$ cat src/rtl/anr_pkg.sv
package anr_pkg;

   localparam int unsigned ANR_TECH_W = 4;
   localparam int unsigned ANR_IDX_W  = $clog2(ANR_TECH_W);

   typedef struct packed {
      logic spd100;
      logic full;
   } anr_mode_t;

   typedef enum logic [1:0] {
      ANR_SRC_NONE   = 2'd0,
      ANR_SRC_FORCED = 2'd1,
      ANR_SRC_NEG    = 2'd2,
      ANR_SRC_PD     = 2'd3
   } anr_src_e;

   // The ability bit index doubles as the mode code {speed, duplex}.
   function automatic anr_mode_t anr_mode_of_idx(input logic [ANR_IDX_W-1:0] idx);
      anr_mode_t m;
      m.spd100 = idx[1];
      m.full   = idx[0];
      return m;
   endfunction

endpackage

$ cat src/rtl/anr_pick.sv
module anr_pick #(
   parameter int unsigned WIDTH = 4,
   parameter int unsigned IMPL  = 0,
   localparam int unsigned IDX_W = (WIDTH > 1) ? $clog2(WIDTH) : 1
) (
   input  logic [WIDTH-1:0] req,
   output logic             any,
   output logic [IDX_W-1:0] idx
);

   if (WIDTH < 2) begin : g_bad_width
      $error("anr_pick: WIDTH must be at least 2");
   end
   if (IMPL > 1) begin : g_bad_impl
      $error("anr_pick: IMPL must be 0 or 1");
   end

   assign any = |req;

   if (IMPL == 0) begin : g_scan
      // Linear scan: the highest set bit is the last one written.
      always_comb begin
         idx = '0;
         for (int i = 0; i < WIDTH; i++) begin
            if (req[i]) idx = IDX_W'(i);
         end
      end
   end else begin : g_chain
      // Mask chain: one-hot of the top set bit, then an OR encoder.
      logic [WIDTH-1:0] above;
      logic [WIDTH-1:0] onehot;
      for (genvar i = 0; i < WIDTH; i++) begin : g_bit
         if (i == WIDTH - 1) begin : g_top
            assign above[i] = 1'b0;
         end else begin : g_low
            assign above[i] = above[i+1] | req[i+1];
         end
         assign onehot[i] = req[i] & ~above[i];
      end
      always_comb begin
         idx = '0;
         for (int i = 0; i < WIDTH; i++) begin
            if (onehot[i]) idx = idx | IDX_W'(i);
         end
      end
   end

endmodule

$ cat src/rtl/anr_source_sel.sv
module anr_source_sel
   import anr_pkg::*;
(
   input  logic      an_en,
   input  logic      partner_valid,
   input  logic      pd_valid,
   input  logic      pd_is_100,
   input  anr_mode_t forced_mode,
   input  logic      neg_any,
   input  anr_mode_t neg_mode,
   output logic      cand_ok,
   output anr_mode_t cand_mode,
   output logic      cand_nocommon,
   output anr_src_e  cand_src
);

   always_comb begin
      cand_ok       = 1'b0;
      cand_mode     = '0;
      cand_nocommon = 1'b0;
      cand_src      = ANR_SRC_NONE;
      if (!an_en) begin
         cand_ok   = 1'b1;
         cand_mode = forced_mode;
         cand_src  = ANR_SRC_FORCED;
      end else if (partner_valid) begin
         cand_src = ANR_SRC_NEG;
         if (neg_any) begin
            cand_ok   = 1'b1;
            cand_mode = neg_mode;
         end else begin
            cand_nocommon = 1'b1;
         end
      end else if (pd_valid) begin
         cand_ok          = 1'b1;
         cand_mode.spd100 = pd_is_100;
         cand_mode.full   = 1'b0;
         cand_src         = ANR_SRC_PD;
      end
   end

endmodule

$ cat src/rtl/anr_result_reg.sv
module anr_result_reg
   import anr_pkg::*;
(
   input  logic      clk,
   input  logic      rst_n,
   input  logic      cand_ok,
   input  anr_mode_t cand_mode,
   input  logic      cand_nocommon,
   output anr_mode_t mode_q,
   output logic      valid_q,
   output logic      nocommon_q
);

   logic held_q;
   logic take;

   assign take = cand_ok && (!held_q || (cand_mode != mode_q));

   always_ff @(posedge clk) begin
      if (!rst_n) begin
         mode_q     <= '0;
         held_q     <= 1'b0;
         valid_q    <= 1'b0;
         nocommon_q <= 1'b0;
      end else begin
         nocommon_q <= cand_nocommon;
         valid_q    <= take;
         if (take) begin
            mode_q <= cand_mode;
            held_q <= 1'b1;
         end
      end
   end

   AST_QUIET_HOLD: assert property (@(posedge clk) disable iff (!rst_n)
      !valid_q |-> $stable(mode_q));

   AST_NOCOMMON_QUIET: assert property (@(posedge clk) disable iff (!rst_n)
      nocommon_q |-> !valid_q);

endmodule

$ cat src/rtl/an_mode_resolver.sv
module an_mode_resolver
   import anr_pkg::*;
#(
   parameter int unsigned PICK_IMPL = 1
) (
   input  logic       clk,
   input  logic       rst_n,
   input  logic       strap_an_en,
   input  logic       ctl_an_en,
   input  logic       ctl_force_100,
   input  logic       ctl_force_full,
   input  logic [3:0] local_abil,
   input  logic [3:0] partner_abil,
   input  logic       partner_valid,
   input  logic       pd_valid,
   input  logic       pd_is_100,
   output logic       res_is_100,
   output logic       res_full,
   output logic       res_valid,
   output logic       no_common
);

   if (ANR_TECH_W != 4) begin : g_bad_tech
      $error("an_mode_resolver: mode code needs a four-bit ability word");
   end
   if (PICK_IMPL > 1) begin : g_bad_impl
      $error("an_mode_resolver: PICK_IMPL must be 0 or 1");
   end

   logic [ANR_TECH_W-1:0] common;
   logic                  neg_any;
   logic [ANR_IDX_W-1:0]  neg_idx;
   logic                  an_en;
   anr_mode_t             forced_mode;
   anr_mode_t             neg_mode;
   logic                  cand_ok;
   anr_mode_t             cand_mode;
   logic                  cand_nocommon;
   anr_src_e              cand_src;
   anr_mode_t             mode_q;

   assign an_en              = strap_an_en | ctl_an_en;
   assign common             = local_abil & partner_abil;
   assign forced_mode.spd100 = ctl_force_100;
   assign forced_mode.full   = ctl_force_full;
   assign neg_mode           = anr_mode_of_idx(neg_idx);

   anr_pick #(
      .WIDTH (ANR_TECH_W),
      .IMPL  (PICK_IMPL)
   ) pick_i (
      .req (common),
      .any (neg_any),
      .idx (neg_idx)
   );

   anr_source_sel sel_i (
      .an_en         (an_en),
      .partner_valid (partner_valid),
      .pd_valid      (pd_valid),
      .pd_is_100     (pd_is_100),
      .forced_mode   (forced_mode),
      .neg_any       (neg_any),
      .neg_mode      (neg_mode),
      .cand_ok       (cand_ok),
      .cand_mode     (cand_mode),
      .cand_nocommon (cand_nocommon),
      .cand_src      (cand_src)
   );

   anr_result_reg res_i (
      .clk           (clk),
      .rst_n         (rst_n),
      .cand_ok       (cand_ok),
      .cand_mode     (cand_mode),
      .cand_nocommon (cand_nocommon),
      .mode_q        (mode_q),
      .valid_q       (res_valid),
      .nocommon_q    (no_common)
   );

   assign res_is_100 = mode_q.spd100;
   assign res_full   = mode_q.full;

   AST_PICK_HIGHEST: assert property (@(posedge clk) disable iff (!rst_n)
      neg_any |-> ((common >> neg_idx) == 4'd1));

   AST_NEG_COMMON: assert property (@(posedge clk) disable iff (!rst_n)
      (res_valid && $past(strap_an_en | ctl_an_en) && $past(partner_valid))
      |-> |($past(local_abil & partner_abil) & (4'd1 << {res_is_100, res_full})));

   AST_FORCED_MODE: assert property (@(posedge clk) disable iff (!rst_n)
      (res_valid && !$past(strap_an_en | ctl_an_en))
      |-> ({res_is_100, res_full} == {$past(ctl_force_100), $past(ctl_force_full)}));

   AST_PD_HALF: assert property (@(posedge clk) disable iff (!rst_n)
      (res_valid && $past(strap_an_en | ctl_an_en) && !$past(partner_valid))
      |-> (!res_full && (res_is_100 == $past(pd_is_100))));

   AST_SRC_CODE: assert property (@(posedge clk) disable iff (!rst_n)
      cand_nocommon |-> (cand_src == ANR_SRC_NEG));

endmodule

$ cat config.mk
export PLATFORM = sky130hd
export DESIGN_NAME = an_mode_resolver
export DESIGN_NICKNAME = d
export VERILOG_FILES = /design/src/rtl/anr_pkg.sv /design/src/rtl/anr_pick.sv /design/src/rtl/anr_source_sel.sv /design/src/rtl/anr_result_reg.sv /design/src/rtl/an_mode_resolver.sv
export SDC_FILE = /design/constraint.sdc
export NUM_CORES = 1
export LEC_CHECK = 0
export BUFFER_PORTS_ARGS = -buffer_cell sky130_fd_sc_hd__buf_2
export CAP_MARGIN = 0
export CORE_AREA = 4 4 41 43
export CTS_CLUSTER_DIAMETER = 150
export DETAILED_ROUTE_END_ITERATION = 16
export DIE_AREA = 0 0 45 47
export PLACE_DENSITY = 0.56
export RECOVER_POWER = 100
export SLEW_MARGIN = 20
export SYNTH_ARGS = -nofsm -noshare
export SYNTH_HDL_FRONTEND = slang
export SYNTH_SLANG_ARGS = --single-unit
$ cat constraint.sdc
create_clock -name clk -period 1.05 [get_ports clk]
set_input_delay 0 -clock clk [delete_from_list [all_inputs] [get_ports clk]]
set_output_delay 0 -clock clk [all_outputs]
set_load 0.1 [all_outputs]
==> results of run 1 <==
==> final cells by class <==
class                      count  area share
tap                           15      0.0455
timing repair buffer          21       0.279
multi-input combinational     26       0.364
sequential                     5       0.248
clock buffer                   4      0.0636
==> cells by family (layout without fill, tap and decap cells) <==
family,count (synthesis),count (layout),synth area share
XOR/XNOR,2,2,0.0700
buffers and inverters,0,25,0
AND/OR/NAND/NOR,13,13,0.215
flip-flops,5,5,0.400
AO/OA/AOI/OAI,11,11,0.315
==> report_power, final <==
part	total, W	internal [W]	switching (W)	leakage [nW]
registers	0.000216	0.000208	0.00000851	0.0421
clock network	0.000223	0.000144	0.0000792	0.0150
logic	0.000206	0.0000679	0.000138	0.136
total	0.000645	0.000420	0.000225	0.193
==> state kept, by name, summed over array words and instances, names as in the netlist <==
name	cells
res_i.held_q	1
res_i.nocommon_q	1
res_i.mode_q	2
res_i.valid_q	1
==> stage by stage <==
step	hold slack [ns]	area, um^2	total power, W
floorplan	0.114	253	0.000362
global placement	0.274	424	0.000462
detailed placement	0.273	424	0.000462
CTS	0.00948	450	0.000695
global route	0.0263	413	0.000700
finish	0.0212	413	0.000645
==> per-layer routing <==
metal,global-route usage,vias to the layer above
met3,0.0690,2
met1,0.0708,130
met4,0.0526,0
met5,0,-
li1,-,166
met2,0.147,9
==> cells in the mapped netlist <==
cell type	number
nand2_1	8
dfxtp_1	5
o21ai_1	3
nor2_1	2
nor3_1	2
xnor2_1	2
a211o_1	1
a221o_1	1
a221oi_1	1
a22o_1	1
a31oi_1	1
a32oi_1	1
nor2b_1	1
o21a_1	1
o21ai_0	1
==> path summary, 6_finish.rpt <==
path                         start               end  slack (ns)  cells past startpoint
setup / recovery  res_i.nocommon_q         no_common        0.06                      1
hold reg to reg       res_i.held_q     res_i.valid_q        0.43                      1
hold / removal       partner_valid  res_i.nocommon_q        0.02                      3
setup reg to reg   res_i.mode_q[0]     res_i.valid_q        0.36                      2
==> impl_metrics.json, run 1 <==
{
  "critPathBufInv": 1,
  "ir_drop_uv": 572,
  "grt_pass1_vias": 320,
  "layout_common_cells": "buf_2, nand2_1, clkbuf_4",
  "yosysWarnings": 0,
  "std_cell_rows": 13,
  "period_minus_slack_ns": 0.985,
  "period_share": 0.938,
  "drt_iter0_markers": 3,
  "drive_gt1_frac": 0.464,
  "fmax_mhz": 1010,
  "highest_layer": "met4",
  "hold_buffers": 0,
  "start_util": 0.192,
  "grt_max_degree": 8,
  "gr-total-overflow": 0,
  "final_common_cell": "buf_2",
  "numPortBuffers": 20,
  "pwr_density_cell_mw_per_mm2": 1560,
  "required_ns": 1.05,
  "slowest_delay_ns": 0.44,
  "die_h_um": 47,
  "fin_ws_ns": 0.0647,
  "syn_inst": 31,
  "synth_cell_types": 15,
  "ant_nets": 0,
  "dp_hpwl_um": 580,
  "slew_headroom": 0.644,
  "area_growth_syn_to_layout_pct": 65.0,
  "netlist_top_cells_area": "dfxtp_1, nand2_1, xnor2_1",
  "drc": 0,
  "worstMarginPinSlew_ns": 0.537,
  "clk_latency_ns": 0.24,
  "gp_congestion": 0.687,
  "cts-resized-gates": 0,
  "cts_buffers": 3,
  "nets": 74,
  "vias_per_cell": 4.32,
  "synth_top_area_frac": 0.400,
  "cts_root_buf": "clkbuf_4",
  "slew_violations": 0,
  "dr.pass1.iters": 3,
  "syn-num-nets": 48,
  "worstHoldPathType": "in -> reg",
  "grt_pass1_wl_um": 1200,
  "endpoint_kind": "primary output",
  "p_leak_nw": 0.193,
  "clock_path_buffers": 2,
  "setup_viol": 0,
  "multi_input_area_um2": 150,
  "vias": 307,
  "cp_max_fo": 1,
  "cpMaxStageDelayCell": "clkbuf_2",
  "hold_viol": 0,
  "post_synth.cell_area_avg_um2": 8.07,
  "clkSlewWorstSetupHoldPaths_ns": 0.04,
  "wl_met1_um": 262,
  "wl_met3_um": 60,
  "cts_tree": "yes",
  "grt_usage": 0.0870,
  "die_w_um": 45,
  "ys_ff_latch": 5,
  "yosys.area.top_type": "dfxtp_1",
  "final_cells": 71,
  "core_area_mm2": 0.00130,
  "postCtsSetupRepairBufs": 0,
  "cp-start-kind": "flip-flop",
  "antenna_found_initial": 0,
  "ys_seq_area_frac": 0.400,
  "netlist_area_um2": 250,
  "dp.cells": 67,
  "critPathKind": "reg -> out",
  "setup_tns_ns": 0,
  "rsz0062_at_grt": "no",
  "ff_latch_area_um2": 103,
  "io_pins": 21,
  "crit_chain": "clkbuf_2",
  "clock_sinks": 5,
  "cap_violations": 0,
  "crit_family": "buffers and inverters",
  "routed_wl_um": 690,
  "die-area_mm2": 0.00212,
  "nFillCells": 157,
  "wl_met2_um": 360,
  "pre_cts_ws_ns": -0.170,
  "outcome": "finished, final reports clean",
  "routedWlPerCell_um": 9.72,
  "worstPathArrival_ns": 0.99,
  "cts-htree-levels": 1,
  "antenna_cells": 0,
  "utilization": 0.317,
  "fin_worst_skew_ns": 0.00169
}
No activity file was read; power rests on OpenSTA's default activity.
==> run 2: changes to the inputs <==
--- a/config.mk
+++ b/config.mk
@@ -11,7 +11,7 @@
 export CTS_CLUSTER_DIAMETER = 150
 export DETAILED_ROUTE_END_ITERATION = 16
 export DIE_AREA = 0 0 45 47
-export PLACE_DENSITY = 0.56
+export PLACE_DENSITY = 0.55
 export RECOVER_POWER = 100
 export SLEW_MARGIN = 20
 export SYNTH_ARGS = -nofsm -noshare
==> impl_metrics.json, run 2 (synthesized netlist as in run 1, its figures left out) <==
{
  "cp-start-kind": "flip-flop",
  "routedWlPerCell_um": 9.54,
  "dr.pass1.iters": 3,
  "crit_family": "buffers and inverters",
  "dp_hpwl_um": 570,
  "slew_violations": 0,
  "clk_latency_ns": 0.24,
  "start_util": 0.192,
  "crit_chain": "clkbuf_2",
  "io_pins": 21,
  "grt_pass1_vias": 323,
  "clock_path_buffers": 2,
  "antenna_found_initial": 0,
  "area_growth_syn_to_layout_pct": 65.0,
  "cts-htree-levels": 1,
  "slew_headroom": 0.640,
  "required_ns": 1.05,
  "die_w_um": 45,
  "layout_common_cells": "buf_2, nand2_1, clkbuf_4",
  "regMostFlops": "res_i.mode_q",
  "p_leak_nw": 0.193,
  "worstMarginPinSlew_ns": 0.542,
  "reg2reg_depth": 2,
  "vias": 309,
  "ant_nets": 0,
  "cts_buffers": 3,
  "cpMaxStageDelayCell": "clkbuf_2",
  "ir_drop_uv": 743,
  "die_h_um": 47,
  "core_area_mm2": 0.00130,
  "worstHoldPathType": "in -> reg",
  "clkSlewWorstSetupHoldPaths_ns": 0.04,
  "cts_root_buf": "clkbuf_4",
  "std_cell_rows": 13,
  "vias_per_cell": 4.35,
  "hold_buffers": 0,
  "hold_viol": 0,
  "die-area_mm2": 0.00212,
  "drive_gt1_frac": 0.464,
  "setup_viol": 0,
  "cts-resized-gates": 0,
  "critPathBufInv": 1,
  "setup_tns_ns": 0,
  "drt_iter0_markers": 2,
  "pwr_density_cell_mw_per_mm2": 1550,
  "postCtsSetupRepairBufs": 0,
  "period_minus_slack_ns": 0.983,
  "worstPathArrival_ns": 0.98,
  "grt_usage": 0.0791,
  "grt_max_degree": 8,
  "largest_register_ffs": 2,
  "critPathKind": "reg -> out",
  "gp_congestion": 0.674,
  "nets": 74,
  "period_share": 0.936,
  "cp_max_fo": 1,
  "drc": 0,
  "gr-total-overflow": 0,
  "fin_worst_skew_ns": 0.00228,
  "outcome": "finished, final reports clean",
  "routed_wl_um": 677,
  "slowest_delay_ns": 0.44,
  "hold_depth": 3,
  "crit_cells": 1,
  "clock_sinks": 5,
  "cts_tree": "yes",
  "fmax_mhz": 1020,
  "antenna_cells": 0,
  "endpoint_kind": "primary output",
  "final_common_cell": "buf_2",
  "rsz0062_at_grt": "no",
  "cap_violations": 0,
  "utilization": 0.317,
  "numPortBuffers": 20,
  "grt_pass1_wl_um": 1170,
  "nFillCells": 153
}
-- run 2: cell counts in the layout (fill, tap and decap cells not counted) --
No cell type changed its count.
-- run 2: cell type report --
type / instances / area (um^2) / area share
Clock buffer: 4 / 26.3 / 0.0636
Multi-Input combinational cell: 26 / 150 / 0.364
Sequential cell: 5 / 103 / 0.248
Tap cell: 15 / 18.8 / 0.0455
Timing Repair Buffer: 21 / 115 / 0.279
-- run 2: through the flow --
step	std cells	worst slack, ns	total power [W]	hold slack, ns	cell area, um^2
after floorplan	31	-0.00846	0.000362	0.114	253
after global placement	67	-0.166	0.000462	0.272	424
after detailed placement	67	-0.178	0.000462	0.269	424
after CTS	71	0.0770	0.000690	0.0130	450
after global routing	71	0.0251	0.000691	0.0348	413
final	71	0.0671	0.000641	0.0223	413
-- run 2: worst reg2reg max path, stage by stage, from the launching register on --
cell and delay [ns]:
dfxtp_2 0.32, xnor2_1 0.15, a31oi_1 0.10
-- run 2: layer usage --
| layer | GRT usage | wire, um |
|---|---|---|
| met4 | 0.0175 | 0 |
| met1 | 0.0706 | 265 |
| met2 | 0.138 | 342 |
| met5 | 0 | 0 |
| met3 | 0.0651 | 69 |
-- run 2: where the power goes --
group | total, W | switching (W) | internal (W) | leakage (nW)
Clock | 0.000219 | 0.0000754 | 0.000143 | 0.0150
Combinational | 0.000206 | 0.000138 | 0.0000680 | 0.136
Sequential | 0.000216 | 0.00000853 | 0.000208 | 0.0421
Total | 0.000641 | 0.000222 | 0.000419 | 0.193
-- run 2: path summary, 6_finish.rpt --
| path | start | to | slack [ns] |
|---|---|---|---|
| min reg2reg | res_i.held_q | res_i.valid_q | 0.44 |
| max | res_i.nocommon_q | no_common | 0.07 |
| min | partner_valid | res_i.nocommon_q | 0.02 |
| max reg2reg | res_i.mode_q[0] | res_i.valid_q | 0.36 |
==> run 3: changes to the inputs <==
--- a/config.mk
+++ b/config.mk
@@ -11,9 +11,10 @@
 export CTS_CLUSTER_DIAMETER = 150
 export DETAILED_ROUTE_END_ITERATION = 16
 export DIE_AREA = 0 0 45 47
-export PLACE_DENSITY = 0.55
+export PLACE_DENSITY = 0.61
 export RECOVER_POWER = 100
 export SLEW_MARGIN = 20
 export SYNTH_ARGS = -nofsm -noshare
 export SYNTH_HDL_FRONTEND = slang
+export SYNTH_HIERARCHICAL = 1
 export SYNTH_SLANG_ARGS = --single-unit
==> impl_metrics.json, run 3 <==
{
  "outcome": "finished, violations left",
  "failed_checks": "negative setup slack",
  "ff_latch_area_um2": 103,
  "gp_congestion": 0.606,
  "setup_viol": 4,
  "p_int_w": 0.000456,
  "p_switching_w": 0.000229,
  "final_common_cell": "buf_2",
  "cp-start-kind": "input pin",
  "core_area_mm2": 0.00130,
  "gr-total-overflow": 0,
  "die_h_um": 47,
  "area_growth_syn_to_layout_pct": 76.1,
  "start_util": 0.237,
  "highest_layer": "met3",
  "endpoint_kind": "flip-flop",
  "cp_max_fo": 3,
  "clk_latency_ns": 0.24,
  "grt_pass1_wl_um": 1190,
  "die-area_mm2": 0.00212,
  "required_ns": 1.18,
  "hold_viol": 0,
  "worst_hold_slack_ns": 0.00763,
  "vias_per_cell": 4.32,
  "drc": 0,
  "ir_drop_uv": 498,
  "cap_violations": 0,
  "largest_register_ffs": 2,
  "std_cell_rows": 13,
  "syn-num-nets": 54,
  "wl_met2_um": 410,
  "grt_pass1_vias": 314,
  "multi_input_area_um2": 230,
  "layout_common_cells": "buf_2, clkbuf_4, nand2_1",
  "comb_power_share": 0.358,
  "period_minus_slack_ns": 1.14,
  "grt_max_degree": 8,
  "worstMarginPinSlew_ns": 0.538,
  "numPortBuffers": 20,
  "wl_met3_um": 82,
  "cts_tree": "yes",
  "fmax_mhz": 876,
  "drt_iter0_markers": 2,
  "cts_root_buf": "clkbuf_4",
  "cts-htree-levels": 1,
  "worstHoldPathType": "in -> reg",
  "clock_sinks": 5,
  "nets": 81,
  "syn_inst": 37,
  "fin_ws_ns": -0.0909,
  "total_power_w": 0.000685,
  "period_share": 1.09,
  "io_pins": 21,
  "p_sw_frac": 0.335,
  "antenna_found_initial": 0,
  "regMostFlops": "res_i/mode_q",
  "ant_nets": 0,
  "slew_violations": 0,
  "drive_gt1_frac": 0.571,
  "routedWlPerCell_um": 9.76,
  "clock_path_buffers": 2,
  "slew_headroom": 0.643,
  "netlist_area_um2": 309,
  "cts_buffers": 3,
  "dr.pass1.iters": 2,
  "pwr_density_cell_mw_per_mm2": 1260,
  "antenna_cells": 0,
  "dp_hpwl_um": 637,
  "hold_buffers": 0,
  "fin_worst_skew_ns": 0.00125,
  "rsz0062_at_grt": "yes",
  "pre_cts_ws_ns": -0.400,
  "die_w_um": 45,
  "wl_met1_um": 269,
  "power_frac_seq": 0.314,
  "clockPowerShare": 0.327,
  "post_synth.cell_area_avg_um2": 8.35,
  "grt_usage": 0.0814,
  "critPathKind": "in -> reg",
  "vias": 337,
  "routed_wl_um": 761,
  "p_leak_nw": 0.274,
  "clkSlewWorstSetupHoldPaths_ns": 0.04,
  "nFillCells": 150,
  "worstPathArrival_ns": 1.27,
  "yosysWarnings": 6
}
-- run 3: path summary, 6_finish.rpt --
check	from	endpoint	slack (ns)	cells past startpoint
setup reg to reg	res_i/mode_q[1]	res_i/valid_q	0.35	2
hold reg to reg	res_i/held_q	res_i/valid_q	0.45	1
hold / removal	rst_n	res_i/held_q	0.008	2
setup / recovery	local_abil[2]	res_i/valid_q	-0.09	8
-- run 3: power by group through the flow --
stage / registers, W / clock network [W] / logic (W)
after global routing: 0.000216 / 0.000252 / 0.000262
after detailed placement: 0.000220 / 0 / 0.000235
after global placement: 0.000219 / 0 / 0.000231
final: 0.000215 / 0.000224 / 0.000246
after floorplan: 0.000293 / 0 / 0.0000854
after CTS: 0.000216 / 0.000236 / 0.000247
-- run 3: worst max-delay path, cell delays in order --
cell	delay, ns
buf_6	0.09
and2_4	0.14
or2_1	0.23
or3_4	0.36
nand4_1	0.11
o211ai_2	0.11
xnor2_1	0.14
a31oi_1	0.08
-- run 3: repair_timing --
item | in CTS | in global routing
resized for setup | 4 | 2
buffers inserted | 0 | 1
endpoints found under the setup margin | 4 | 4
pin swaps | 4 | 3
-- run 3: area by class of cell --
cell class / instances / area share
Multi-Input combinational cell: 29 / 0.423
Timing Repair Buffer: 23 / 0.292
Sequential cell: 5 / 0.189
Clock buffer: 4 / 0.0483
Tap cell: 15 / 0.0345
Inverter: 2 / 0.0138
-- run 3: layer usage --
metal | up-vias | global-route usage
met2 | 13 | 0.144
met4 | 0 | 0.0175
met3 | 0 | 0.0575
li1 | 174 | -
met1 | 150 | 0.0774
met5 | - | 0
-- run 3: metrics by stage --
stage                     utilization  area (um^2)  TNS [ns]  std cells
after floorplan                     -          333    -0.818         37
after global placement          0.376          489     -1.54         73
after detailed placement        0.376          489     -1.61         73
after CTS                       0.413          537    -0.230         77
after global routing            0.418          544    -0.501         78
final                           0.418          544    -0.238         78
